## config.mk

```make
export PLATFORM = sky130hd
export DESIGN_NAME = seq_irq_status
export DESIGN_NICKNAME = d
export VERILOG_FILES = /design/src/rtl/seq_irq_status.sv
export SDC_FILE = /design/constraint.sdc
export NUM_CORES = 1
export LEC_CHECK = 0
export BUFFER_PORTS_ARGS = -buffer_cell sky130_fd_sc_hd__buf_4
export CORE_MARGIN = 1
export CORE_UTILIZATION = 53
export CTS_BUF_LIST = sky130_fd_sc_hd__clkbuf_8
export DETAILED_ROUTE_END_ITERATION = 10
export MAX_ROUTING_LAYER = met4
export PLACE_DENSITY = 0.79
export SLEW_MARGIN = 0
export SYNTH_ARGS = -nofsm -noshare
export SYNTH_HDL_FRONTEND = slang
export SYNTH_SLANG_ARGS = --single-unit
export TNS_END_PERCENT = 5
```

## constraint.sdc

```tcl
create_clock -name clk -period 1.24 [get_ports clk]
set_input_delay 0.124 -clock clk [delete_from_list [all_inputs] [get_ports clk]]
set_output_delay 0.124 -clock clk [all_outputs]
set_load 0.02 [all_outputs]
```

## src/rtl/seq_irq_status.sv

```systemverilog
module seq_irq_status #(
  parameter int AW = 3,
  parameter int CW = 5
) (
  input  logic          clk,
  input  logic          rst_n,
  input  logic          wr_en,
  input  logic          rd_en,
  input  logic [1:0]    addr,
  input  logic [7:0]    wdata,
  input  logic [CW-1:0] fifo_cnt,
  input  logic [AW-1:0] seq_addr,
  input  logic [4:0]    evt,
  output logic [7:0]    rdata,
  output logic          irq
);
  localparam logic [7:0] EN_MASK = 8'hBF;

  logic [7:0]    en_q, st_q;
  logic [CW-1:0] thr_q;
  logic [AW-1:0] ta_q;
  logic          am_q, cm_q;

  wire am      = (seq_addr == ta_q);
  wire cm      = (fifo_cnt == thr_q);
  wire st_rd   = rd_en && (addr == 2'd2);
  wire [7:0] set_v = {evt[4], 1'b0, evt[3], evt[2], evt[1], cm & ~cm_q, am & ~am_q, evt[0]};

  always_ff @(posedge clk) begin
    if (!rst_n) begin
      en_q  <= '0;
      st_q  <= '0;
      thr_q <= '0;
      ta_q  <= '0;
      am_q  <= 1'b0;
      cm_q  <= 1'b0;
    end else begin
      am_q <= am;
      cm_q <= cm;
      st_q <= (st_rd ? 8'h00 : st_q) | set_v;
      if (wr_en) begin
        case (addr)
          2'd0:    en_q <= wdata & EN_MASK;
          2'd1:    {thr_q, ta_q} <= wdata;
          default: ;
        endcase
      end
    end
  end

  always_comb begin
    case (addr)
      2'd0:    rdata = en_q;
      2'd1:    rdata = {thr_q, ta_q};
      2'd2:    rdata = st_q;
      default: rdata = {fifo_cnt, seq_addr};
    endcase
  end

  assign irq = |(st_q & en_q);
endmodule

```

# After elaboration in Yosys (flattened, before gate mapping)
# Index checks and enable logic that the tools add are counted.
dict set report totals {
  register_bits 25
  in_bits 27
}
dict set report classes {
  bitwise_logic 6
  n_reduce_logical 5
  muxes 2
  eq_ne 4
}
# cell n
set ops {}
lappend ops {{one-hot mux 8 bit (3 select lines)} 1}
lappend ops {{bitwise AND 8 bit} 1}
lappend ops {{2-to-1 mux 8 bit} 1}
lappend ops {{bitwise OR 8 bit} 1}
lappend ops {{OR reduction 8 bit} 1}
lappend ops {{== test 5 bit} 1}
lappend ops {{AND reduction 2 bit} 2}
lappend ops {{== test 3 bit} 1}
lappend ops {{bitwise AND 1 bit} 2}
lappend ops {{== test 2 x 1 -> 1 bit, second input constant} 1}
lappend ops {{== test 2 bit, second input constant} 1}
lappend ops {{zero test 2 bit} 1}
lappend ops {{inverter 1 bit} 2}
lappend ops {{logical AND 1 bit} 1}

# Depth between registers and ports, before layout
# Gate-level depths: netlist (run 1).
dict set report depth {
  word_depth 4
  depth_mapped 5
}

# Worst setup path after synthesis (run 1)
# No wires, ideal clock.
dict set report synth_path {
  path_kind {input to output}
  from {in addr[0]}
  to {out rdata[0]}
  cell_stages 2
  n_path_buf 1
  slack_ns 0.179
  arrival_time_ns 0.937
  cell_sequence {buf_4 mux4_1}
}
dict set report synth_between {
  elab_chain_len 2
  word_cells_on_any_way 4
}
# element line_no
set synth_rtl {}
lappend synth_rtl {{start: declaration} 9} ;# input logic [1:0] addr,
lappend synth_rtl {{== test 2 bit, or another cell as far along} 52} ;# case (addr)
lappend synth_rtl {{one-hot mux 8 bit (3 select lines) (*)} 52}
lappend synth_rtl {{end: declaration} 14} ;# output logic [7:0] rdata,
# Mark *: on every way between the ends. The rest lies on a longest branch, timed or not.

# Final worst setup path (run 1)
dict set report layout_path {
  from {reg en_q[0]}
  to {out irq}
}
dict set report layout_between {
  elab_chain_len 2
}
# element line_no
set layout_rtl {}
lappend layout_rtl {{start: declaration} 19} ;# logic [7:0] en_q, st_q;
lappend layout_rtl {{start signal: assignment} 43} ;# 2'd0: en_q <= wdata & EN_MASK;
lappend layout_rtl {{bitwise AND 8 bit} 60} ;# assign irq = |(st_q & en_q);
lappend layout_rtl {{OR reduction 8 bit} 60}
lappend layout_rtl {{end: declaration} 15} ;# output logic irq
# No other way between the ends.

==> reports/metrics.cfg, run 1 <==
[synthesis]
syn_nets=129
syn_inst=102
ys_seq_area_share_pct=39.38
synth_warnings=0
netlist_area_mm2=0.001220
avgSynthCellArea_um2=11.96
synth.distinct_cells=22
ys_seq_elements=24

[clock_network]
cts_inserted_buffers=3
h-tree-depth=1
holdBufCountCts=0
root_buffer=clkbuf_8
insertion_delay_ns=0.27
cts_buffer_depth=2
post_cts_buffers=0
cts_tree=done
path_clk_slew_ns=0.09
cts.sinks=24

[grt]
grt_max_degree=27
grtUsageMet2_pct=41.22
grt_pass1_wl_um=4360
grtUsageTotal_pct=24.28
met1_usage_pct=30.52
grt_pass1_vias=932
antenna_found_initial=0
grt_overflow=0
use_met3_pct=3.086
busiest_layer=met2

[floorplanning]
start_util_pct=55.68
die_w_um=49.98
die_area_mm2=0.002498
pin_count=36
rows=17
coreArea_mm2=0.002191
die_h_um=49.98

[drt]
routed_wl_um=2613
drcViolationCount=0
drtIter0Drc=14
vias_per_cell=5.416
vias=899
firstDrtPassIters=5
wl_per_cell_um=15.74
ant_nets=0

[worst_setup_path]
cp-end-kind=output port
crit_path_start=en_q[0]$_SDFFE_PN0P_
r2r_slack_ns=0.12
critical_path.cell_chain=a222oi_1, nand3_1, buf_6
critPathCapture=irq
path_class=flip-flop to output port
r2r_end=cm_q$_SDFF_PN0_
slowest_stage=a222oi_1
required_ns=1.12
cp-start-kind=flip-flop
cp_data_arrival_time_ns=1.24
path_max_fanout=3
regToRegStartpoint=thr_q[3]$_SDFFE_PN0P_
r2r_cells=3
slowest_delay_ns=0.35

[sta]
finalMaxSlewViolations=0
finalSetupViolations=8
rsz0062_at_grt=yes
hold-worst-slack_ns=0.08823
fmax_ghz=0.7322
finalClockSkew_ns=0.007111
max_slew_margin_pct=77.06
fin_crit_sh_pct=110.1
period_needed_ns=1.366
hold_viol=0
tightest_slew_ns=0.3410
setup_slack_ns=-0.1257

[power_and_ir_drop]
p_leak_nw=0.7076
ir_drop_mv=0.6940
pwr_density_cell_mw_per_mm2=1153

[final_layout]
final_common_cell=buf_4
final_cell_mix=30 x buf_4, 22 x nor2b_1, 16 x mux2i_1, 15 x dfxtp_2, 9 x dfxtp_1
drive_gt1_share_pct=47.10
design_area_mm2=0.001589
nets=166
fin_util_pct=72.53
num_antenna_cells=0
areaGrowthSynthToFinish_pct=30.26

[placement]
placed_cell_area_mm2=0.001495
portBuffers=35
gp_routability_congestion=0.7631

[hold_path]
min_path_type=primary input to flip-flop

[job]
cap_violations=0

[outcome]
outcome=finished, violations left
failed_checks=negative setup slack

-- repair_timing --
item                       in CTS  in global routing
setup endpoints to repair       8                  8
resized for setup              30                  0
pin swaps                       2                  0
-- worst max-delay path, delay by kind of cell, from the launching register on --
kind                   cells  cell delay, ns
AOI/OAI and AO/OA          1            0.35
buffers and inverters      1            0.15
and+or+nand+nor            1            0.15
DFF                        1            0.33
-- power by group --
group          switching (mW)  internal (mW)
Clock                   0.242          0.431
Sequential             0.0273          0.808
Combinational           0.136          0.186
Total                   0.406           1.43
-- logic make-up (layout without fill, tap and decap cells) --
kind of cell,count (synthesis),in the layout,share of synthesized area [%]
simple gates,31,31,17.23
flops,24,24,39.38
mux,23,23,28.21
compound gates,10,10,5.743
xor+xnor,8,8,5.744
buf+inv,6,42,3.692
-- state kept, by name, summed over array words and instances, names as in the netlist --
name   flops
am_q       1
ta_q       3
thr_q      5
en_q       7
cm_q       1
st_q       7
-- metrics by stage --
stage	TNS (ns)	setup slack, ns	std cells	power [mW]
2_1_floorplan	0	0.1789	102	1.014
3_3_place_gp	0	0.07458	162	1.141
3_5_place_dp	0	0.02818	162	1.150
4_1_cts	-0.8310	-0.1397	166	1.844
5_1_grt	-1.055	-0.1920	166	1.907
6_report	-0.7983	-0.1257	166	1.832
-- final cells by class --
type | count | area [µm²]
multi-input cells | 72 | 668.1
fillers | 169 | 601.8
flip-flops and latches | 24 | 499.2
repair buffers | 38 | 315.3
clock buffers | 3 | 41.29
well taps | 28 | 35.03
clock inverters | 1 | 30.03
-- metal layers --
metal | wire length (µm) | up-vias | part of all wire, %
li1 | - | 442 | -
met1 | 1119 | 426 | 43
met2 | 1379 | 27 | 53
met3 | 93 | 4 | 3.6
met4 | 20 | 0 | 0.77
met5 | 0 | - | 0
-- cells in the mapped netlist --
library cell  instances  share of area (%)
nor3b_1               1               0.62
a222oi_1              1               0.82
and2_1                1               0.51
a21oi_1               5                2.1
nand3b_1              1               0.62
dfxtp_1              24                 39
mux2i_1              16                 13
buf_4                 2                1.2
a22oi_1               2                1.2
nand3_1               1               0.41
nor3_1                1               0.41
clkbuf_1              2               0.62
nor4_1                1               0.51
and3b_1               1               0.72
xor2_1                7                5.0
nand3b_4              1                1.6
xnor2_1               1               0.72
and3_1                1               0.51
mux4_1                7                 15
a32o_1                2                1.6
nor2b_1              22                 11
buf_6                 2                1.8
-- how the worst min path moves through the flow --
stage / start / cells past startpoint / end
final: evt[3] / 3 / st_q[5]$_SDFF_PN0_
after global routing: evt[3] / 3 / st_q[5]$_SDFF_PN0_
after floorplan: rst_n / 1 / st_q[3]$_SDFF_PN0_
after detailed placement: evt[4] / 3 / st_q[7]$_SDFF_PN0_
after CTS: evt[3] / 3 / st_q[5]$_SDFF_PN0_
after global placement: evt[4] / 3 / st_q[7]$_SDFF_PN0_
Power figures use the tool's default switching activity.
==> run 2: changes to the inputs <==
==> constraint.sdc (replaced) <==
create_clock -name clk -period 1.24 [get_ports clk]
set_input_delay 0.124 -clock clk [delete_from_list [all_inputs] [get_ports clk]]
set_output_delay 0.124 -clock clk [all_outputs]
set_load 0.1 [all_outputs]
==> run 2 against run 1 <==
The run still ends with negative setup slack left. First-iteration DRC count rose by 50%. Cell count up 2.4%. Non-clock buffer count up 4. Routed wire length is 1.5% lower. Register-to-register slack lost 0.02 ns. Flip-flop and latch count did not move. Critical path type unchanged. Largest power group unchanged.
==> reports/metrics.cfg, run 2 (synthesized netlist as in run 1, its figures left out) <==
[floorplanning]
start_util_pct=55.68  ; unchanged
coreArea_mm2=0.002191  ; unchanged
die_h_um=49.98  ; unchanged
pin_count=36  ; unchanged
die_area_mm2=0.002498  ; unchanged
die_w_um=49.98  ; unchanged
rows=17  ; unchanged

[sta]
tightest_slew_ns=0.3714  ; +0.03043 ns
setup_slack_ns=-0.2530  ; -0.1273 ns
hold_viol=0  ; unchanged
fin_crit_sh_pct=120.4  ; +10 points
fmax_ghz=0.6698  ; -8.5%
finalClockSkew_ns=0.006058  ; -0.001053 ns
period_needed_ns=1.493  ; +0.1273 ns
rsz0062_at_grt=yes
finalSetupViolations=8  ; unchanged
max_slew_margin_pct=75.01  ; -2.0 points
finalMaxSlewViolations=0  ; unchanged

[grt]
grt_overflow=0  ; unchanged
grtUsageTotal_pct=23.93  ; -0.35 points
grt_max_degree=27  ; unchanged
antenna_found_initial=0  ; unchanged
grt_pass1_vias=940  ; +0.86%
grt_pass1_wl_um=4257  ; -2.4%

[drt]
vias_per_cell=5.388  ; -0.51%
wl_per_cell_um=15.14  ; -3.8%
drtIter0Drc=21  ; +7
routed_wl_um=2573  ; -1.5%
ant_nets=0  ; unchanged
vias=916  ; +1.9%
drcViolationCount=0  ; unchanged
firstDrtPassIters=4  ; -1

[job]
cap_violations=0  ; unchanged

[clock_network]
cts_inserted_buffers=3  ; unchanged
post_cts_buffers=0  ; unchanged
root_buffer=clkbuf_8
cts.sinks=24  ; unchanged
h-tree-depth=1  ; unchanged
holdBufCountCts=0  ; unchanged
insertion_delay_ns=0.27  ; about the same
path_clk_slew_ns=0.08  ; about the same
cts_buffer_depth=2  ; unchanged
cts_tree=done

[power_and_ir_drop]
p_leak_nw=0.7683  ; +8.6%
pwr_density_cell_mw_per_mm2=1125  ; -2.4%
ir_drop_mv=1.038  ; +50%

[worst_setup_path]
cp_data_arrival_time_ns=1.37  ; +0.13 ns
slowest_delay_ns=0.42  ; +0.07 ns
path_max_fanout=3  ; unchanged
path_class=flip-flop to output port
cp-start-kind=flip-flop
slowest_stage=a222oi_1
critical_path.cell_chain=a222oi_1, nand3_2, buf_6
cp-end-kind=output port
required_ns=1.12  ; about the same

[placement]
hpwl_um=1904
gp_routability_congestion=0.7531  ; -1.3%
portBuffers=35  ; unchanged
place_ws_ns=-0.07472  ; -0.1029 ns
dp.cells=166  ; +2.5%

[final_layout]
nets=170  ; +2.4%
finalNonFillerCells=170  ; +2.4%
reg.largest.list=en_q: 7 flops, st_q: 7 flops, thr_q: 5 flops
num_antenna_cells=0  ; unchanged
areaGrowthSynthToFinish_pct=33.74
final_cell_mix=33 x buf_4, 23 x dfxtp_1, 21 x nor2b_1, 16 x mux2i_1, 8 x buf_6
fin_util_pct=74.47  ; +1.9 points
final_common_cell=buf_4
drive_gt1_share_pct=35.21  ; -12 points

[outcome]
outcome=finished, violations left
failed_checks=negative setup slack

[hold_path]
min_path_type=primary input to flip-flop

## run 2: changes by cell type in the layout (fill, tap and decap cells not counted), sizes merged
cell	delta
buf	+4
clkbuf	+1
bufinv	-1
## run 2: path summary, 6_finish.rpt
path | from | end | slack, ns | cells after the start
worst min register to register | st_q[4]$_SDFF_PN0_ | st_q[4]$_SDFF_PN0_ | 0.53 | 2
worst min-delay path | evt[0] | st_q[0]$_SDFF_PN0_ | 0.07 | 3
worst max register to register | thr_q[0]$_SDFFE_PN0P_ | cm_q$_SDFF_PN0_ | 0.10 | 4
worst max-delay path | en_q[0]$_SDFFE_PN0P_ | irq | -0.25 | 3
## run 2: routing by layer
metal / track usage, % / part of all wire (%) / vias up
li1: - / - / 456
met1: 29.54 / 45 / 431
met2: 41.44 / 50 / 27
met4: 8.571 / 1.4 / 0
met3: 0.9259 / 3.1 / 2
met5: - / 0 / -
## run 2: area by class of cell
| cell class | count | area, µm² |
|---|---|---|
| multi-input combinational | 72 | 701.9 |
| clock buffer | 4 | 55.05 |
| fill | 167 | 559.3 |
| tap | 28 | 35.03 |
| timing repair buffer | 42 | 357.8 |
| sequential | 24 | 481.7 |
## run 2: stage by stage
stage | area (µm²) | hold WS [ns] | TNS (ns) | total power, mW
finish | 1632 | 0.07128 | -1.770 | 1.836
global route | 1632 | 0.08360 | -2.047 | 1.896
CTS | 1622 | 0.06852 | -1.825 | 1.849
detailed placement | 1533 | 0.3571 | -0.2772 | 1.299
global placement | 1533 | 0.3483 | -0.09481 | 1.291
floorplan | 1227 | 0.2522 | -1.207 | 1.156
## run 2: critical path: cells and delay by family, from the launching register on
family / cells / cell delay [ns]
flops: 1 / 0.33
buf+inv: 1 / 0.21
compound gates: 1 / 0.42
simple gates: 1 / 0.13
## run 2: power breakdown
part / switching, mW / internal, mW
Clock: 0.249 / 0.284
Combinational: 0.277 / 0.197
Sequential: 0.0240 / 0.804
## run 2: what timing repair did
action                                  in CTS  in global routing
endpoints found under the setup margin       9                  9
gates resized for setup                      9                  3
pin swaps                                    1                  0
